$ cat src/rtl/sclkdiv_pkg.sv
package sclkdiv_pkg;

  // Strobes from control to datapath, valid for the current cycle
  typedef struct packed {
    logic run;      // enable and frame both present
    logic loadDiv;  // frame boundary: capture divisor inputs
    logic preWrap;  // first stage completes one count this cycle
    logic edgeNow;  // both stages complete: serial clock changes level
  } divCtl_t;

endpackage

$ cat src/rtl/sclkdiv_wrapcnt.sv
module sclkdiv_wrapcnt #(
  parameter int W = 8
) (
  input  logic         clk,
  input  logic         rstN,
  input  logic         clear,
  input  logic         advance,
  input  logic [W-1:0] limit,
  output logic         atEnd,
  output logic [W-1:0] count
);

  assign atEnd = (count == limit);

  always_ff @(posedge clk) begin
    if (!rstN || clear) begin
      count <= '0;
    end else if (advance) begin
      count <= atEnd ? '0 : count + W'(1);
    end
  end

  // The limit is changed only while the counter is held at zero
  AST_CNT_BOUND: assert property (@(posedge clk) disable iff (!rstN)
    count <= limit);

endmodule

$ cat src/rtl/sclkdiv_ctrl.sv
module sclkdiv_ctrl
  import sclkdiv_pkg::*;
(
  input  logic    enable,
  input  logic    frameActive,
  input  logic    preAtEnd,
  input  logic    rateAtEnd,
  output divCtl_t ctl
);

  typedef enum logic { PH_IDLE = 1'b0, PH_RUN = 1'b1 } phase_t;

  phase_t phase;

  always_comb begin
    phase = (enable && frameActive) ? PH_RUN : PH_IDLE;
    ctl   = '0;
    unique case (phase)
      PH_IDLE: begin
        ctl.loadDiv = 1'b1;
      end
      PH_RUN: begin
        ctl.run     = 1'b1;
        ctl.preWrap = preAtEnd;
        ctl.edgeNow = preAtEnd && rateAtEnd;
      end
      default: ctl = '0;
    endcase
  end

endmodule

$ cat src/rtl/sclkdiv_datapath.sv
module sclkdiv_datapath
  import sclkdiv_pkg::*;
#(
  parameter int DIV_W = 8
) (
  input  logic             clk,
  input  logic             rstN,
  input  divCtl_t          ctl,
  input  logic [DIV_W-1:0] prescaleIn,
  input  logic [DIV_W-1:0] rateIn,
  input  logic             cpol,
  output logic             preAtEnd,
  output logic             rateAtEnd,
  output logic             sclk,
  output logic             riseStb,
  output logic             fallStb
);

  localparam int HALF_W = DIV_W - 1;

  logic [HALF_W-1:0] halfPreIn;
  logic [HALF_W-1:0] halfPreLat;
  logic [DIV_W-1:0]  rateLat;
  logic [HALF_W-1:0] preCount;
  logic [DIV_W-1:0]  rateCount;
  logic              pastValid;

  // An even prescale P gives half-period steps of P/2; bit 0 is dropped and
  // values below 2 act as 2
  assign halfPreIn = (prescaleIn < DIV_W'(2)) ? HALF_W'(1) : prescaleIn[DIV_W-1:1];

  always_ff @(posedge clk) begin
    if (!rstN) begin
      halfPreLat <= HALF_W'(1);
      rateLat    <= '0;
    end else if (ctl.loadDiv) begin
      halfPreLat <= halfPreIn;
      rateLat    <= rateIn;
    end
  end

  sclkdiv_wrapcnt #(.W(HALF_W)) u_preStage (
    .clk     (clk),
    .rstN    (rstN),
    .clear   (!ctl.run),
    .advance (ctl.run),
    .limit   (halfPreLat - HALF_W'(1)),
    .atEnd   (preAtEnd),
    .count   (preCount)
  );

  sclkdiv_wrapcnt #(.W(DIV_W)) u_rateStage (
    .clk     (clk),
    .rstN    (rstN),
    .clear   (!ctl.run),
    .advance (ctl.preWrap),
    .limit   (rateLat),
    .atEnd   (rateAtEnd),
    .count   (rateCount)
  );

  always_ff @(posedge clk) begin
    if (!rstN) begin
      sclk    <= 1'b0;
      riseStb <= 1'b0;
      fallStb <= 1'b0;
    end else if (!ctl.run) begin
      sclk    <= cpol;
      riseStb <= 1'b0;
      fallStb <= 1'b0;
    end else begin
      riseStb <= ctl.edgeNow && !sclk;
      fallStb <= ctl.edgeNow && sclk;
      if (ctl.edgeNow) sclk <= !sclk;
    end
  end

  always_ff @(posedge clk) begin
    if (!rstN) pastValid <= 1'b0;
    else       pastValid <= 1'b1;
  end

  AST_STROBE_EXCL: assert property (@(posedge clk) disable iff (!rstN)
    !(riseStb && fallStb));
  AST_RISE_LEVEL: assert property (@(posedge clk) disable iff (!rstN)
    riseStb |-> sclk);
  AST_FALL_LEVEL: assert property (@(posedge clk) disable iff (!rstN)
    fallStb |-> !sclk);
  AST_NO_DOUBLE_RISE: assert property (@(posedge clk) disable iff (!rstN)
    riseStb |=> !riseStb);
  AST_IDLE_LEVEL: assert property (@(posedge clk) disable iff (!rstN)
    (pastValid && $past(!ctl.run)) |-> (sclk == $past(cpol) && !riseStb && !fallStb));
  AST_DIV_HOLD: assert property (@(posedge clk) disable iff (!rstN)
    (pastValid && ctl.run && $past(ctl.run)) |-> ($stable(halfPreLat) && $stable(rateLat)));
  AST_STAGE_IDLE: assert property (@(posedge clk) disable iff (!rstN)
    (pastValid && $past(!ctl.run)) |-> (preCount == '0 && rateCount == '0));

endmodule

$ cat src/rtl/sclk_divider.sv
module sclk_divider
  import sclkdiv_pkg::*;
#(
  parameter int DIV_W = 8
) (
  input  logic             clk,
  input  logic             rstN,
  input  logic             enable,
  input  logic             frameActive,
  input  logic             cpol,
  input  logic [DIV_W-1:0] prescaleIn,
  input  logic [DIV_W-1:0] rateIn,
  output logic             sclk,
  output logic             riseStb,
  output logic             fallStb
);

  divCtl_t ctl;
  logic    preAtEnd;
  logic    rateAtEnd;

  sclkdiv_ctrl u_ctrl (
    .enable      (enable),
    .frameActive (frameActive),
    .preAtEnd    (preAtEnd),
    .rateAtEnd   (rateAtEnd),
    .ctl         (ctl)
  );

  sclkdiv_datapath #(.DIV_W(DIV_W)) u_datapath (
    .clk        (clk),
    .rstN       (rstN),
    .ctl        (ctl),
    .prescaleIn (prescaleIn),
    .rateIn     (rateIn),
    .cpol       (cpol),
    .preAtEnd   (preAtEnd),
    .rateAtEnd  (rateAtEnd),
    .sclk       (sclk),
    .riseStb    (riseStb),
    .fallStb    (fallStb)
  );

endmodule

$ cat config.mk
export PLATFORM = sky130hd
export DESIGN_NAME = sclk_divider
export DESIGN_NICKNAME = d
export VERILOG_FILES = /design/src/rtl/sclkdiv_pkg.sv /design/src/rtl/sclkdiv_wrapcnt.sv /design/src/rtl/sclkdiv_ctrl.sv /design/src/rtl/sclkdiv_datapath.sv /design/src/rtl/sclk_divider.sv
export SDC_FILE = /design/constraint.sdc
export NUM_CORES = 1
export LEC_CHECK = 0
export BUFFER_PORTS_ARGS = -buffer_cell sky130_fd_sc_hd__buf_4
export CAP_MARGIN = 20
export CORE_MARGIN = 2
export CORE_UTILIZATION = 30
export CTS_CLUSTER_SIZE = 8
export DETAILED_ROUTE_END_ITERATION = 16
export SETUP_SLACK_MARGIN = 0.4
export SYNTH_ARGS = -nofsm -noshare
export SYNTH_HDL_FRONTEND = slang
export SYNTH_SLANG_ARGS = --single-unit
$ cat constraint.sdc
create_clock -name clk -period 2.5 [get_ports clk]
set_input_delay 0.375 -clock clk [delete_from_list [all_inputs] [get_ports clk]]
set_output_delay 0.375 -clock clk [all_outputs]
set_load 0.01 [all_outputs]
==> results.yml <==
global_routing:
  antenna_found_initial: 0
  grt_pass1_vias: 1492
  grt_overflow: 0
  grt_usage_pct: 14.3
  grt_pass1_wl_um: 7140
  grt_max_degree: 16
status:
  status: "completed"
floorplan:
  fp-row-count: 28
  die_area_sq_um: 6590
  core_sq_um: 5850
  initial_utilization_pct: 30.6
  chipWidth_um: 81.2
  io-pin-count: 24
  die_h_um: 81.2
placement:
  pre_cts_slack_ns: 0.324
  gp_congestion: 0.828
  dp_hpwl_um: 3090
  dp_cells: 304
  io_buffer_count: 22
finish:
  final_nets: 263
  post-route-util_pct: 38.8
  area_growth_syn_to_layout_pct: 27.0
  instances_no_fill: 315
  layout-drive-gt1-share_pct: 22.5
  n_antenna_cell: 0
synthesis:
  async_flop_share_pct: 0
  syn_area_sq_um: 1790
  synth.distinct_cells: 46
  synth_seq_cells: 33
  yosysWarnings: 0
  synth.net_count: 232
  synth_edf_count: 0
  ys_seq_area_share_pct: 36.9
  synth_cells: 208
  synth-main-ff-cell: "dfxtp_1"
  avgSynthCellArea_sq_um: 8.60
timing:
  maxSlewViolCount: 0
  grt_setup_unrepaired: "false"
  layout_min_cycle_time_ns: 1.98
  relSlewSlack_pct: 67.8
  setup_viol: 0
  max_freq_mhz: 504
  fin_crit_sh_pct: 79.3
  worst_pin_slew_ns: 0.482
  hold_viol: 0
  setup_ws_ns: 0.517
  clock_skew_ns: 0.00898
  final.setup.tns_ns: 0
power:
  p_sw_mw: 0.332
  p_total_mw: 1.37
  clkPwrFrac_pct: 43.9
  p_per_area_nw_per_um2: 604
  ir_worst_vdd_mv: 0.246
  swShare_pct: 24.2
  p_leak_nw: 0.848
  p_int_mw: 1.04
  p_comb_share_pct: 15.0
  seq_power_share_pct: 41.0
setup_path:
  critical_path_arrival_ns: 2.16
  path_max_fanout: 7
  critPathRequiredTime_ns: 2.68
  end_kind: "flip-flop"
  worstSetupStartpointType: "flip-flop"
  crit_type: "flip-flop to flip-flop"
clock_network:
  tritoncts: "yes"
  cts_root_buffer: "clkbuf_8"
  cts_made_buffers: 5
  h-tree-depth: 2
  clk_pin_slew_ns: 0.07
  cts_sinks: 33
  cts_buffer_depth: 2
  worst_skew_pair.late_latency_ns: 0.29
drt:
  dr.pass1.iters: 4
  ant_nets: 0
  routed_via_density: 5.10
  wl_per_cell_um: 13.4
  drt_wl_total_um: 4210
  vias: 1605
  route.detailed.drc: 0
  drt_iter0_markers: 100
min_path:
  hold_class: "input port to flip-flop"
flow_run:
  cap_violations: 0
[flip-flops by register name, indices dropped and copies added, names as in the netlist]
register	cells
u_datapath.u_preStage.count	7
u_datapath.halfPreLat	7
u_datapath.rateLat	8
u_datapath.sclk	1
u_datapath.fallStb	1
u_datapath.riseStb	1
u_datapath.u_rateStage.count	8
[placed cells by master (no fill, tap or decap), types with 2 or more instances in the layout]
master,n
nand2_1,41
buf_4,31
dfxtp_1,31
a21oi_1,14
xnor2_1,13
nor2_1,10
nor3_1,10
nand4_1,7
xor2_1,6
o221ai_1,6
a32o_1,6
clkbuf_8,5
nor3b_1,4
o21ai_0,4
and3_1,3
nand3_1,3
inv_1,2
and2_1,2
a211o_1,2
nor2b_1,2
nor4_1,2
ha_1,2
bufinv_16,2
dfxtp_4,2
[area by class of cell]
| class | count | area [sq um] |
|---|---|---|
| Clock inverter | 3 | 65.1 |
| Clock buffer | 5 | 68.8 |
| Tap cell | 75 | 93.8 |
| Timing Repair Buffer | 33 | 249 |
| Inverter | 3 | 13.8 |
| Sequential cell | 33 | 668 |
| Fill cell | 597 | 3580 |
| Multi-Input combinational cell | 163 | 1110 |
[synth_stat cells (2+ instances only)]
master    count  area share, %
xnor2_1      13            6.4
inv_1         3           0.63
nand3_1       3           0.84
nand2_1      41            8.6
o21bai_1      2           0.84
buf_4         2           0.84
o221ai_1      6            2.9
nor3_1       11            3.1
a32o_1        6            3.4
nor2b_1       2           0.70
nand4_1       7            2.4
o21ai_0       4            1.1
and3_1        3            1.0
clkbuf_1      6            1.3
nor4_1        2           0.70
xor2_1        6            2.9
a211o_1       2           0.98
nor3b_1       4            1.7
and2_1        2           0.70
a21oi_1      14            3.9
dfxtp_1      33             37
ha_1          3            2.1
nor2_1       10            2.1
[final timing paths]
check / start / slack, ns / cells past startpoint / to
max: u_datapath.halfPreLat[0] / 0.52 / 9 / u_datapath.u_preStage.count[2]
min: rstN / 0.29 / 2 / u_datapath.halfPreLat[0]
max reg2reg: u_datapath.halfPreLat[0] / 0.52 / 9 / u_datapath.u_preStage.count[2]
min reg2reg: u_datapath.rateLat[7] / 0.46 / 2 / u_datapath.rateLat[7]
[per-layer routing]
metal / track usage (%) / vias to the layer above / share of wire, %
met5: 0 / - / 0
met4: 6.61 / 0 / 2.9
met3: 3.89 / 11 / 5.5
met2: 22.0 / 39 / 43
met1: 18.7 / 733 / 48
li1: - / 822 / -
[power groups by stage]
stage | clock (mW) | combinational (mW) | sequential, mW
3_3_place_gp | 0 | 0.185 | 0.575
4_1_cts | 0.623 | 0.199 | 0.563
5_1_grt | 0.638 | 0.228 | 0.566
3_5_place_dp | 0 | 0.186 | 0.575
2_1_floorplan | 0 | 0.122 | 0.571
6_report | 0.602 | 0.206 | 0.563
[critical path, stage by stage, from the launching register on]
cell and delay [ns]:
dfxtp_4 0.39, inv_4 0.04, ha_4 0.18, xnor2_1 0.14, o2bb2ai_2 0.15, a2111oi_4 0.35
buf_4 0.17, a21boi_4 0.23, buf_6 0.16, nor3_1 0.05
[through the flow]
stage / hold slack [ns] / cell area, sq um
3_3_place_gp: 0.453 / 2060
6_report: 0.289 / 2270
2_1_floorplan: 0.445 / 1790
5_1_grt: 0.299 / 2270
3_5_place_dp: 0.459 / 2060
4_1_cts: 0.288 / 2230
[logic make-up after synthesis]
kind of cell    after synthesis  synth area share [%]
fa+ha+maj                     3                  2.10
mux                           1                 0.560
flops                        33                  36.9
xor+xnor                     21                  11.5
compound gates               45                  20.1
buf+inv                      12                  3.36
simple gates                 93                  25.5
[what timing repair did]
action                                  CTS  global route
gates cloned                              1             0
pin swaps                                 1             2
endpoints found under the hold margin     0             0
setup buffers                             1             1
resized for setup                         6             7
endpoints found under the setup margin   14            18
hold buffers                              0             0
(Power assumes the default switching activity.)
